--- config.mk ---
export PLATFORM = sky130hd
export DESIGN_NAME = intsrc_prio_enc
export DESIGN_NICKNAME = d
export VERILOG_FILES = /design/src/rtl/intid_pkg.sv /design/src/rtl/intid_ctrl.sv /design/src/rtl/intid_path.sv /design/src/rtl/intsrc_prio_enc.sv
export SDC_FILE = /design/constraint.sdc
export NUM_CORES = 1
export LEC_CHECK = 0
export BUFFER_PORTS_ARGS = -buffer_cell sky130_fd_sc_hd__buf_4
export CAP_MARGIN = 25
export CORE_MARGIN = 5
export CORE_UTILIZATION = 41
export CTS_CLUSTER_SIZE = 8
export DETAILED_ROUTE_END_ITERATION = 8
export GPL_TIMING_DRIVEN = 0
export PLACE_DENSITY = 0.84
export SYNTH_ARGS = -nofsm -noshare
export SYNTH_HDL_FRONTEND = slang
export SYNTH_SLANG_ARGS = --single-unit
--- constraint.sdc ---
create_clock -name clk -period 2.45 [get_ports clk]
set_clock_uncertainty 0.1 [all_clocks]
set_input_delay 0.245 -clock clk [delete_from_list [all_inputs] [get_ports clk]]
set_output_delay 0.245 -clock clk [all_outputs]
set_load 0.03 [all_outputs]
--- src/rtl/intid_pkg.sv ---
package intid_pkg;

  // Strobes from the control half to the datapath half
  typedef struct packed {
    logic statusNext;   // status source pending after this edge
    logic statusRaise;  // an enabled status event is present this cycle
  } ctrl_strobe_t;

endpackage

--- src/rtl/intid_ctrl.sv ---
module intid_ctrl
  import intid_pkg::*;
(
  input  logic         clk,
  input  logic         rst_n,
  input  logic         xferDone,
  input  logic         busErr,
  input  logic         busStateChg,
  input  logic         statusIntEn,
  input  logic         errIntEn,
  input  logic         statusRead,
  output ctrl_strobe_t strobe
);

  logic statusPend;
  logic xferRaise;
  logic errRaise;
  logic anyRaise;
  logic pendNext;

  // Each event kind is gated by its own enable
  assign xferRaise = statusIntEn & (xferDone | busErr);
  assign errRaise  = errIntEn & busStateChg;
  assign anyRaise  = xferRaise | errRaise;

  // A new event wins over a read in the same cycle
  assign pendNext = anyRaise | (statusPend & ~statusRead);

  always_ff @(posedge clk or negedge rst_n) begin
    if (!rst_n) statusPend <= 1'b0;
    else        statusPend <= pendNext;
  end

  always_comb begin
    strobe             = '0;
    strobe.statusNext  = pendNext;
    strobe.statusRaise = anyRaise;
  end

  // the pending status stays set while no read arrives
  p_status_hold_r9: assert property (@(posedge clk) disable iff (!rst_n)
    (statusPend && !statusRead) |=> statusPend);

  // a read with no enabled event clears the status
  p_read_clears_r9: assert property (@(posedge clk) disable iff (!rst_n)
    (statusRead && !(statusIntEn && (xferDone || busErr)) && !(errIntEn && busStateChg))
      |=> !statusPend);

  // an enabled event sets the status even with a read present
  p_event_wins_r10: assert property (@(posedge clk) disable iff (!rst_n)
    (statusIntEn && xferDone && statusRead) |=> statusPend);

  // with both enables low, an idle status stays idle
  p_gated_r7: assert property (@(posedge clk) disable iff (!rst_n)
    (!statusIntEn && !errIntEn && !statusPend) |=> !statusPend);

endmodule

--- src/rtl/intid_path.sv ---
module intid_path
  import intid_pkg::*;
#(
  parameter int             NUM_OBJ   = 32,
  parameter int             ID_W      = 16,
  parameter logic [ID_W-1:0] STATUS_ID = 16'h8000
) (
  input  logic               clk,
  input  logic               rst_n,
  input  ctrl_strobe_t       strobe,
  input  logic [NUM_OBJ-1:0] objPending,
  input  logic               modIntEn,
  output logic [ID_W-1:0]    intId,
  output logic               irq
);

  logic [ID_W-1:0] objId;
  logic [ID_W-1:0] idNext;
  logic [ID_W-1:0] intIdQ;

  // Lowest set bit wins: scan downwards so the lowest index overwrites
  always_comb begin
    objId = '0;
    for (int i = NUM_OBJ - 1; i >= 0; i--) begin
      if (objPending[i]) objId = ID_W'(i + 1);
    end
  end

  // The status source outranks every object
  assign idNext = strobe.statusNext ? STATUS_ID : objId;

  always_ff @(posedge clk or negedge rst_n) begin
    if (!rst_n) intIdQ <= '0;
    else        intIdQ <= idNext;
  end

  assign intId = intIdQ;
  assign irq   = modIntEn & (|intIdQ);

  // an enabled status event shows as the status identifier next cycle
  p_raise_reported_r7: assert property (@(posedge clk) disable iff (!rst_n)
    strobe.statusRaise |=> (intId == STATUS_ID));

  // nothing pending gives a zero identifier after the edge
  p_idle_zero_r2: assert property (@(posedge clk) disable iff (!rst_n)
    (!strobe.statusNext && (objPending == '0)) |=> (intId == '0));

  // an object identifier stays in the range of object numbers
  p_obj_range_r4: assert property (@(posedge clk) disable iff (!rst_n)
    ((intId != '0) && (intId != STATUS_ID)) |-> (intId <= ID_W'(NUM_OBJ)));

  // the request line never rises without the module enable
  p_irq_enable_r6: assert property (@(posedge clk) disable iff (!rst_n)
    irq |-> (modIntEn && (intId != '0)));

endmodule

--- src/rtl/intsrc_prio_enc.sv ---
module intsrc_prio_enc
  import intid_pkg::*;
#(
  parameter int              NUM_OBJ   = 32,
  parameter int              ID_W      = 16,
  parameter logic [ID_W-1:0] STATUS_ID = 16'h8000
) (
  input  logic               clk,
  input  logic               rst_n,
  input  logic [NUM_OBJ-1:0] objPending,
  input  logic               xferDone,
  input  logic               busErr,
  input  logic               busStateChg,
  input  logic               modIntEn,
  input  logic               statusIntEn,
  input  logic               errIntEn,
  input  logic               statusRead,
  output logic [ID_W-1:0]    intId,
  output logic               irq
);

  ctrl_strobe_t strobe;

  intid_ctrl u_ctrl (
    .clk         (clk),
    .rst_n       (rst_n),
    .xferDone    (xferDone),
    .busErr      (busErr),
    .busStateChg (busStateChg),
    .statusIntEn (statusIntEn),
    .errIntEn    (errIntEn),
    .statusRead  (statusRead),
    .strobe      (strobe)
  );

  intid_path #(
    .NUM_OBJ   (NUM_OBJ),
    .ID_W      (ID_W),
    .STATUS_ID (STATUS_ID)
  ) u_path (
    .clk        (clk),
    .rst_n      (rst_n),
    .strobe     (strobe),
    .objPending (objPending),
    .modIntEn   (modIntEn),
    .intId      (intId),
    .irq        (irq)
  );

endmodule

After elaboration in Yosys (flattened, before gate mapping). Cells that the tools add are included. Widths: inputs -> output; s select.

Logic and storage cells: 44. Bits in registers: 17.

Bitwise gates (word level): 8. Reductions and logical operators: 1. Multiplexer cells: 33.

Operator list (number): $mux 16 (32); $reduce_or 16->1 (1); $mux 6 (1); $and 1x1->1 (4); $or 1x1->1 (3); $not 1->1 (1).

Depth between registers and ports, before layout. Gate-level depths: netlist of run 1.

Word-level depth: 33. Mapped depth: 5. Mapped depth without buffers: 5.

Hierarchy. Synthesis of run 1 repeated with hierarchy kept, for this count alone.

Cells, all modules: 93. Area total of the unflattened synthesis: 742.0 µm².

By module, submodules not included: intid_path (area each 674.4 µm², cells an instance 85, times used 1); intid_ctrl (area each 67.6 µm², cells an instance 8, times used 1).

Least setup slack after synthesis of run 1. Ideal clock, no wire load.

Kind: reg-to-output. From: register u_path.intIdQ[3], in the netlist u_path.intId[3]. To: output irq. Required time: 2.105 ns. Path slack: 0.799 ns. Arrival: 1.306 ns. Cell stages (with the launch flop): 3. Cells stage by stage: dfrtp_1 nor4_1 a21boi_0.

Longest elaborated chain between the ends: 2.

Ends and longest elaborated chain: start: declaration (RTL line intid_path.sv:19) `logic [ID_W-1:0] intIdQ;`; start signal: assignment (RTL line intid_path.sv:34) `else intIdQ <= idNext;`; $reduce_or 16->1 (RTL line intid_path.sv:38) `assign irq = modIntEn & (|intIdQ);`; $and 1x1->1 (RTL line intid_path.sv:38); end: declaration (RTL line intsrc_prio_enc.sv:19) `output logic irq`.

Every way passes these cells.

Worst setup path after layout of run 1. Same ends and word-level chain as after synthesis.

==> results of run 1 <==
-- worst reg2reg max path: stages (launching register included) --
cell                       delay (ps)
sky130_fd_sc_hd__dfrtp_1          390
sky130_fd_sc_hd__nand2b_1         110
sky130_fd_sc_hd__nand3_1          140
sky130_fd_sc_hd__nor2_1           120
sky130_fd_sc_hd__nand3_1          150
sky130_fd_sc_hd__nor3_2           180
-- kinds of logic after synthesis --
group | Yosys count
compound gates | 24
flops | 7
simple gates | 44
buf+inv | 17
other cells | 1
-- how the worst max path moves through the flow --
stage,start,to,slack [ps],depth (start not counted)
after floorplan,u_path.intId[3],irq,800,2
after global placement,objPending[27],u_path.intId[2],1030,5
after detailed placement,objPending[27],u_path.intId[0],1020,6
after CTS,u_path.intId[3],irq,870,3
after global routing,u_path.intId[3],irq,820,3
final,u_path.intId[3],irq,880,3
-- stage by stage --
stage	power [mW]	instance area [sq um]	setup slack, ps	util, %	std cells
finish	0.386	1160	880	68.7	171
global route	0.415	1160	820	68.7	171
CTS	0.388	1160	872	68.7	171
detailed placement	0.288	1120	1020	66.5	166
global placement	0.283	1120	1030	66.5	166
floorplan	0.202	742	799	-	101
-- final cells by class --
| type | count | area (sq um) | share of cell area, % |
|---|---|---|---|
| inverter | 7 | 26.3 | 2.27 |
| timing repair buffer | 49 | 370 | 31.9 |
| tap | 17 | 21.3 | 1.83 |
| sequential | 7 | 175 | 15.1 |
| multi-input combinational | 77 | 465 | 40.1 |
| buffer | 10 | 75.1 | 6.47 |
| clock buffer | 4 | 26.3 | 2.27 |
-- routing by layer --
metal  GRT usage, %  part of all wire (%)  vias to the layer above
met3           3.44                   5.1                        2
met1           18.6                    40                      404
li1               -                     -                      452
met4           2.62                  0.51                        0
met2           32.8                    55                       30
met5              0                     0                        -
-- power breakdown --
group	internal (mW)	switching, mW	leakage [nW]
combinational	0.0787	0.0871	0.454
clock	0.0617	0.0362	0.0150
sequential	0.120	0.00251	0.0930
total	0.261	0.126	0.562
-- cells in the mapped netlist --
cell                        number
sky130_fd_sc_hd__o41ai_1         1
sky130_fd_sc_hd__nand3_1         5
sky130_fd_sc_hd__nor3_1          6
sky130_fd_sc_hd__a221oi_1        1
sky130_fd_sc_hd__nor4_4          1
sky130_fd_sc_hd__o21ai_0         5
sky130_fd_sc_hd__o31ai_1         1
sky130_fd_sc_hd__nand2_1         8
sky130_fd_sc_hd__o21a_2          1
sky130_fd_sc_hd__conb_1          1
sky130_fd_sc_hd__inv_1           7
sky130_fd_sc_hd__a221oi_2        2
sky130_fd_sc_hd__nor2_1         14
sky130_fd_sc_hd__nor4_1          4
sky130_fd_sc_hd__nor4_2          3
sky130_fd_sc_hd__a21boi_0        1
sky130_fd_sc_hd__nor3_2          1
sky130_fd_sc_hd__a2111oi_2       1
sky130_fd_sc_hd__dfrtp_1         7
sky130_fd_sc_hd__o31ai_2         1
sky130_fd_sc_hd__o21ai_1         1
sky130_fd_sc_hd__buf_4          10
sky130_fd_sc_hd__nand4_1         1
sky130_fd_sc_hd__a31oi_1         2
sky130_fd_sc_hd__a31o_1          1
sky130_fd_sc_hd__nand2b_1        1
sky130_fd_sc_hd__a21oi_1         4
sky130_fd_sc_hd__a2111oi_0       1
sky130_fd_sc_hd__o2111ai_1       1
-- what timing repair did --
item | 4_1_cts | 5_1_grt
hold buffers | 1 | 0
setup buffers | 0 | 0
endpoints found under the hold margin | 7 | 0
==> results.cfg, run 1 <==
[run_status]
status = finished clean

[sta]
minimum_clock_period_after_layout_ps = 1570
hold_viol = 0
finalSetupTns_ps = 0
fmax_ghz = 0.637
rsz_0062_raised_after_global_routing = no
final_min_period_over_clock_period_pct = 64.1
final.hold.worst_slack_ps = 88.0
setup_viol_count_final = 0
drv_slew = 0

[min_path]
hold_depth = 2
timing.hold.worst_endpoint = u_path.intId[2]
hold_path.class = input port to flip-flop
min-delay-start = objPending[1]

[synth]
synth-adder-area-share_pct = 0
synth.top_cell.area_share_pct = 24.6
synth-seq-area-share_pct = 24.6
syn-instance-count = 93
synth_xor_area_share_pct = 0
post_synth_num_cell_types = 29
synthesis.area_per_instance_sq_um = 7.66
synthSimpleGateAreaFrac_pct = 34.3
post_synth_mux_area_share_pct = 0
synth.largest_area_cell = sky130_fd_sc_hd__dfrtp_1
synth_compound_gate_area_share_pct = 26.4
flip_flop_and_latch_count_after_synthesis = 7
syn_area_sq_um = 712
yosysWarningCount = 0
synth_top_cells_by_area = sky130_fd_sc_hd__dfrtp_1 (25%), sky130_fd_sc_hd__buf_4 (11%), sky130_fd_sc_hd__nor2_1 (7.4%)
main_combinational_cell_family_by_area_after_synthesis = simple AND/OR/NAND/NOR gates

[floorplan]
dieArea_sq_um = 2670
floorplan.core_area_sq_um = 1690
initial_core_util_pct = 42.1
die_w_um = 51.7
die_height_um = 51.7
core.rowCount = 15
io_pins = 58

[finish]
num-fill-cells = 153
reg.largest.list = u_path.intId (7)
largest_register_ff_count = 7
largest-register = u_path.intId
post_route_cells_drive_above_1_share_pct = 46.1
syn_to_final_growth_pct = 62.9
antenna_cells_inserted = 0
mostFrequentLayoutCell = sky130_fd_sc_hd__buf_4
finish.net_count = 196
layout_common_cells = sky130_fd_sc_hd__buf_4 (58), sky130_fd_sc_hd__nor2_1 (14), sky130_fd_sc_hd__conb_1 (9)

[clock_network]
clock_insertion_delay_worst_skew_ps = 240
ctsResizeCount = 0
tritoncts = built
worst_path_clk_slew_ps = 50
clockRootBuffer = sky130_fd_sc_hd__clkbuf_4
cts_inserted_buffers = 3
cts_buffer_depth = 2
clock_sinks = 7
h-tree-depth = 1

[worst_setup_path]
crit_path_cell_trace = nor4_1, a21boi_0, buf_4
worst_ep_arrival_time_ps = 1230
crit_required_ps = 2110
crit_path_buf_inv_count = 1
reg2reg_slack_ps = 1180
rr_worst_depth = 5
critical_path.startpoint_type = flip-flop
rr_endpoint = u_path.intId[5]
worst-setup-path-type = flip-flop to output pin
crit_path_max_incr_delay_ps = 370
critical_path.reg2reg.startpoint = u_path.intId[15]
path_delay_family = flip-flops
setup.worst_path.end_class = output pin
crit_slowest_cell = sky130_fd_sc_hd__dfrtp_1
crit_fanout = 2

[global_routing]
first_global_vias = 897
grt_overflow = 0
antenna_violations_before_repair = 0
grt_max_degree = 8
grt_pass1_wl_mm = 3.51
global_route.usage.total_pct = 16.8

[placed_design]
gpl.final_weighted_congestion = 0.762
buffer_ports.inserted = 48
dpl.hpwl_mm = 1.94

[route]
detailroute.via_count = 888
per_cell_routed_wire_length_um = 12.7
drcViolationCount = 0
drtAntennaViolNets = 0
avgViaCountPerCell = 5.19
drt-pass1-iter-count = 4
drt_iter0_drc = 18
route.final.wire_length_mm = 2.18

[power]
leakage_nw = 0.562
ir_worst_vdd_uv = 144
power_density_nw_per_um2 = 333

[job]
max-cap-violations = 0
(Power assumes the default switching activity.)
==> inputs of run 2 (changes only) <==
--- a/config.mk
+++ b/config.mk
@@ -8,11 +8,11 @@
 export BUFFER_PORTS_ARGS = -buffer_cell sky130_fd_sc_hd__buf_4
 export CAP_MARGIN = 25
 export CORE_MARGIN = 5
-export CORE_UTILIZATION = 41
+export CORE_UTILIZATION = 34
 export CTS_CLUSTER_SIZE = 8
 export DETAILED_ROUTE_END_ITERATION = 8
 export GPL_TIMING_DRIVEN = 0
-export PLACE_DENSITY = 0.84
+export PLACE_DENSITY = 0.74
 export SYNTH_ARGS = -nofsm -noshare
 export SYNTH_HDL_FRONTEND = slang
 export SYNTH_SLANG_ARGS = --single-unit
==> constraint.sdc (replaced) <==
create_clock -name clk -period 1.4 [get_ports clk]
set_clock_uncertainty 0.1 [all_clocks]
set_input_delay 0.14 -clock clk [delete_from_list [all_inputs] [get_ports clk]]
set_output_delay 0.14 -clock clk [all_outputs]
set_load 0.03 [all_outputs]
==> run 2 against run 1 <==
The run now ends with negative setup slack left. Sequential share of layout area down 0.79 points. Non-clock buffer count up 3. Worst setup slack worse by 900 ps. Global-route usage down 2.8 points. Register-to-register slack worse by 1100 ps. Sequential power up 75%. Worst hold slack worse by 56 ps. Critical path depth unchanged. Total power up 77%. Sequential cell count unchanged.
==> results.cfg, run 2 (synthesis gave the netlist of run 1 again) <==
[clock_network]
clock_sinks = 7
clock_insertion_delay_worst_skew_ps = 240
clockRootBuffer = sky130_fd_sc_hd__clkbuf_4
cts_inserted_buffers = 3
tritoncts = built
h-tree-depth = 1
cts_buffer_depth = 2
worst_path_clk_slew_ps = 50

[route]
detailroute.via_count = 897
avgViaCountPerCell = 4.88
drt_iter0_drc = 12
route.final.wire_length_mm = 2.22
drtAntennaViolNets = 0
drt-pass1-iter-count = 4
drcViolationCount = 0
per_cell_routed_wire_length_um = 12.1

[worst_setup_path]
critical_path.reg2reg.startpoint = u_path.intId[15]
crit_required_ps = 1160
crit_path_cell_trace = nor4_2, a21boi_1, buf_4
crit_slowest_cell = sky130_fd_sc_hd__dfrtp_1
rr_endpoint = u_path.intId[5]
setup.worst_path.end_class = output pin
critical_path.startpoint_type = flip-flop
rr_worst_depth = 5
crit_path_max_incr_delay_ps = 380
crit_path_buf_inv_count = 1
crit_fanout = 2
worst-setup-path-type = flip-flop to output pin
worst_ep_arrival_time_ps = 1180
reg2reg_slack_ps = 120
path_delay_family = flip-flops

[finish]
largest-register = u_path.intId
layout_common_cells = sky130_fd_sc_hd__buf_4 (59), sky130_fd_sc_hd__nor2_1 (13), sky130_fd_sc_hd__conb_1 (9)
syn_to_final_growth_pct = 71.9
reg.largest.list = u_path.intId (7)
finish.net_count = 199
antenna_cells_inserted = 0
design_area_sq_um = 1220
mostFrequentLayoutCell = sky130_fd_sc_hd__buf_4
largest_register_ff_count = 7
num-fill-cells = 192
post_route_cells_drive_above_1_share_pct = 49.0

[placed_design]
place_ws_ps = 80.8
dpl.hpwl_mm = 1.88
buffer_ports.inserted = 48
gpl.final_weighted_congestion = 0.796
dpl_cell_area_sq_um = 1140

[power]
leakage_nw = 0.580
power_density_nw_per_um2 = 559
ir_worst_vdd_uv = 257

[global_routing]
globalRouteMet3Util_pct = 2.09
antenna_violations_before_repair = 0
grt_pass1_wl_mm = 3.58
grt_overflow = 0
grt_max_degree = 8
first_global_vias = 888
grt_met1_usage_pct = 14.8
global_route.usage.total_pct = 14.0
grt_util_met2_pct = 27.2
grt.busiest_layer = met2

[sta]
fmax_ghz = 0.703
final_min_period_over_clock_period_pct = 102
layout_setup_ws_ps = -22.5
hold_viol = 0
setup_viol_count_final = 1
minimum_clock_period_after_layout_ps = 1420
rsz_0062_raised_after_global_routing = yes
drv_slew = 0

[floorplan]
initial_core_util_pct = 35.9
floorplan.core_area_sq_um = 1980
dieArea_sq_um = 3110
core.rowCount = 16
die_w_um = 55.8
die_height_um = 55.8
io_pins = 58

[run_status]
status = complete, but fails checks
failed_checks = negative setup slack

[min_path]
timing.hold.worst_endpoint = u_path.intId[5]
hold_depth = 3
min-delay-start = objPending[31]
hold_path.class = input port to flip-flop

[job]
max-cap-violations = 0
-- run 2: cell types whose count changed in the layout (fill, tap and decap cells not counted), sizes merged --
cell,previous run,this run
buf,58,59
dlygate4sd3,1,3
-- run 2: metal layers --
| layer | wire, um | part of all wire (%) |
|---|---|---|
| met1 | 820 | 37 |
| met5 | 0 | 0 |
| met2 | 1250 | 56 |
| met4 | 4 | 0.18 |
| met3 | 153 | 6.9 |
-- run 2: how the worst max path moves through the flow --
stage / endpoint / slack, ps / depth (start not counted) / start
2_1_floorplan: irq / 80 / 2 / u_path.intId[1]
6_report: irq / -20 / 3 / u_path.intId[4]
5_1_grt: irq / -100 / 3 / u_path.intId[4]
3_5_place_dp: u_path.intId[0] / 80 / 6 / objPending[27]
4_1_cts: irq / -1 / 3 / u_path.intId[4]
3_3_place_gp: u_path.intId[2] / 60 / 5 / objPending[27]
-- run 2: worst reg2reg max path: cells and delay by family, from the launching register on --
kind	cells	cell delay (ps)
flip-flops	1	390
AND/OR/NAND/NOR	5	720
-- run 2: cell type report --
| class | count | area [sq um] | area share [%] |
|---|---|---|---|
| Multi-Input combinational cell | 77 | 489 | 40.0 |
| Tap cell | 27 | 33.8 | 2.76 |
| Timing Repair Buffer | 52 | 398 | 32.5 |
| Clock buffer | 4 | 26.3 | 2.15 |
| Buffer | 10 | 75.1 | 6.13 |
| Sequential cell | 7 | 175 | 14.3 |
| Inverter | 7 | 26.3 | 2.15 |
-- run 2: per-stage QoR --
stage	power, mW	hold WS (ps)	utilization [%]	TNS [ps]	cells
CTS	0.690	24.7	60.9	-1.43	184
finish	0.684	32.5	61.7	-22.5	184
global route	0.725	43.6	61.7	-111	184
global placement	0.497	-149	57.3	0	176
floorplan	0.354	-256	-	0	101
detailed placement	0.501	-148	57.3	0	176
-- run 2: timing repair --
action,4_1_cts,5_1_grt
pin swaps,2,0
setup endpoints to repair,1,4
setup buffers,1,0
endpoints found under the hold margin,9,0
hold buffers,3,0
gates resized for setup,1,4
-- run 2: power breakdown --
part	switching, mW	leakage (nW)	internal, mW	total [mW]
Combinational	0.153	0.472	0.142	0.295
Sequential	0.00450	0.0930	0.210	0.215
Clock	0.0659	0.0150	0.108	0.174
Total	0.223	0.580	0.461	0.684
==> inputs of run 3 (changes only) <==
--- a/config.mk
+++ b/config.mk
@@ -5,14 +5,16 @@
 export SDC_FILE = /design/constraint.sdc
 export NUM_CORES = 1
 export LEC_CHECK = 0
+export ABC_AREA = 1
 export BUFFER_PORTS_ARGS = -buffer_cell sky130_fd_sc_hd__buf_4
 export CAP_MARGIN = 25
 export CORE_MARGIN = 5
-export CORE_UTILIZATION = 34
+export CORE_UTILIZATION = 36
 export CTS_CLUSTER_SIZE = 8
 export DETAILED_ROUTE_END_ITERATION = 8
 export GPL_TIMING_DRIVEN = 0
-export PLACE_DENSITY = 0.74
+export PLACE_DENSITY = 0.76
+export SETUP_SLACK_MARGIN = 0.5
 export SYNTH_ARGS = -nofsm -noshare
 export SYNTH_HDL_FRONTEND = slang
 export SYNTH_SLANG_ARGS = --single-unit
==> run 3 against run 2 <==
The run ends with negative hold slack, negative setup slack left. Worst setup slack lost 200 ps. Count of clock-buffer cells in the layout is the same. Global-route usage shrank 0.68 points. Register-to-register slack gained 90 ps. Sequential power grew 2%. Worst hold slack lost 37 ps. Final area grew 11%. Fmax shrank 12%. Critical endpoint is now u_path.intId[0].
==> results.cfg, run 3 <==
[run_status]
status = complete, but fails checks
failed_checks = negative hold slack, negative setup slack

[placed_design]
dpl.hpwl_mm = 1.69
placedCellCount = 218
gpl.final_weighted_congestion = 0.766
buffer_ports.inserted = 48
dpl_cell_area_sq_um = 1220

[global_routing]
globalRouteMet3Util_pct = 4.41
grt_max_degree = 8
grt.busiest_layer = met2
antenna_violations_before_repair = 0
grt_pass1_wl_mm = 3.49
grt_met1_usage_pct = 13.8
grt_util_met2_pct = 25.4
grt_overflow = 0
first_global_vias = 854
global_route.usage.total_pct = 13.3

[sta]
layout_setup_ws_ps = -223
rsz_0062_raised_after_global_routing = yes
finalSetupTns_ps = -242
drv_slew = 0
fmax_ghz = 0.616
minimum_clock_period_after_layout_ps = 1620
final_min_period_over_clock_period_pct = 116
final.hold.worst_slack_ps = -4.40
hold_viol = 1
setup_viol_count_final = 2

[worst_setup_path]
critical_path.startpoint_type = input port
crit_required_ps = 1470
crit_path_buf_inv_count = 2
crit_slowest_cell = sky130_fd_sc_hd__a21oi_2
crit_fanout = 2
crit_path_frequent_cell = sky130_fd_sc_hd__nand2_1
worst-setup-path-type = input port to flip-flop
worst_ep_arrival_time_ps = 1690
setup.worst_path.end_class = flip-flop
path_delay_family = simple AND/OR/NAND/NOR gates
crit_path_max_incr_delay_ps = 110

[route]
detailroute.via_count = 894
drtAntennaViolNets = 0
per_cell_routed_wire_length_um = 8.45
route.final.wire_length_mm = 1.92
drcViolationCount = 0
drt-pass1-iter-count = 4
drt_iter0_drc = 8
avgViaCountPerCell = 3.94

[synth]
synth-seq-area-share_pct = 22.8
synth_top_cells_by_area = sky130_fd_sc_hd__dfrtp_1 (23%), sky130_fd_sc_hd__nand2_1 (22%), sky130_fd_sc_hd__inv_1 (14%)
main_combinational_cell_family_by_area_after_synthesis = simple AND/OR/NAND/NOR gates
synthSimpleGateAreaFrac_pct = 36.1
most_repeated_cell_in_the_gate_level_netlist_after_synthesis = sky130_fd_sc_hd__nand2_1
syn-instance-count = 135
synth.top_cell.area_share_pct = 22.8
synth_edf_count = 0
synth_async_sr_flop_share_pct = 100
synth.largest_area_cell = sky130_fd_sc_hd__dfrtp_1
post_synth_num_cell_types = 22
syn_area_sq_um = 769
synth_compound_gate_area_share_pct = 10.2
synth_xor_area_share_pct = 0
synth-adder-area-share_pct = 0
synthesis.area_per_instance_sq_um = 5.70
yosys-top-cells-count = sky130_fd_sc_hd__nand2_1 (46), sky130_fd_sc_hd__inv_1 (28), sky130_fd_sc_hd__nor2_1 (15)
yosysWarningCount = 0
flip_flop_and_latch_count_after_synthesis = 7
post_synth_mux_area_share_pct = 0
synth_ff_type = sky130_fd_sc_hd__dfrtp_1

[job]
max-cap-violations = 0

[clock_network]
clock_sinks = 7
clockRootBuffer = sky130_fd_sc_hd__clkbuf_4
tritoncts = built
h-tree-depth = 1
clock_insertion_delay_worst_skew_ps = 240
cts_inserted_buffers = 3
cts_buffer_depth = 2
hold_buffers = 1
worst_path_clk_slew_ps = 50

[finish]
antenna_cells_inserted = 0
largest_register_ff_count = 7
num-fill-cells = 187
post_route_cells_drive_above_1_share_pct = 42.0
design_area_sq_um = 1360
syn_to_final_growth_pct = 76.7
layout_common_cells = sky130_fd_sc_hd__buf_4 (48), sky130_fd_sc_hd__nand2_1 (46), sky130_fd_sc_hd__inv_1 (25)
largest-register = u_path.intId
reg.largest.list = u_path.intId (7)
regArea_sq_um = 179
final_cell_count_no_fill = 227
multi_input_comb_area_sq_um = 434
mostFrequentLayoutCell = sky130_fd_sc_hd__buf_4
finish.net_count = 242

[power]
power_density_nw_per_um2 = 526
pwr-share-seq_pct = 30.8
ir_worst_vdd_uv = 303
power_mw = 0.715
switchingPower_mw = 0.224
power_frac_comb_pct = 45.6
power.share.clock_pct = 23.6
leakage_nw = 0.802
power.internal_mw = 0.490
netSwitchingFraction_pct = 31.4

[floorplan]
io_pins = 58
die_w_um = 56.2
die_height_um = 56.2
dieArea_sq_um = 3160
initial_core_util_pct = 38.4
core.rowCount = 16
floorplan.core_area_sq_um = 2000

[min_path]
hold_path.class = input port to flip-flop
run 3: cell families (layout without fill, tap and decap cells):
group | after synthesis | in the layout
simple gates | 70 | 70
buf+inv | 45 | 102
compound gates | 12 | 12
flops | 7 | 7
other cells | 1 | 9
run 3: what timing repair did:
item                                    CTS  global route
endpoints found under the setup margin   14            15
hold endpoints to repair                  8             1
buffers inserted                          2             2
gates resized for setup                  16             4
pin swaps                                 3             1
run 3: cell type report:
type | count | area share [%]
repair buffers | 53 | 33.0
plain buffers | 10 | 5.80
well taps | 27 | 2.48
multi-input cells | 91 | 31.9
flip-flops and latches | 7 | 13.2
clock buffers | 4 | 1.93
inverters | 35 | 11.7
run 3: through the flow:
stage	utilization, %	setup slack (ps)
after global placement	61.0	-495
after detailed placement	61.0	-520
after floorplan	-	-250
after CTS	66.5	-236
final	67.9	-223
after global routing	67.9	-586
run 3: power groups by stage:
stage | clock (mW) | combinational [mW] | sequential, mW
2_1_floorplan | 0 | 0.162 | 0.229
3_3_place_gp | 0 | 0.295 | 0.220
3_5_place_dp | 0 | 0.300 | 0.220
4_1_cts | 0.175 | 0.320 | 0.220
5_1_grt | 0.198 | 0.360 | 0.220
6_report | 0.168 | 0.326 | 0.220
run 3: path summary, 6_finish.rpt:
| path | startpoint | end | slack, ps | depth (start not counted) |
|---|---|---|---|---|
| min in group asynchronous | rst_n | u_path.intId[4] | 160 | 2 |
| max | objPending[29] | u_path.intId[0] | -220 | 32 |
| max in group asynchronous | rst_n | u_path.intId[1] | 920 | 2 |
| min | objPending[0] | u_path.intId[1] | -4 | 2 |
| min reg2reg | u_path.intId[15] | u_path.intId[15] | 620 | 3 |
| max reg2reg | u_path.intId[15] | u_path.intId[4] | 210 | 5 |
run 3: layer usage:
layer	vias up	share of wire, %	routed length (um)
li1	512	-	-
met3	0	7.1	137
met2	32	54	1030
met1	350	39	751
met4	0	0	0
met5	-	0	0
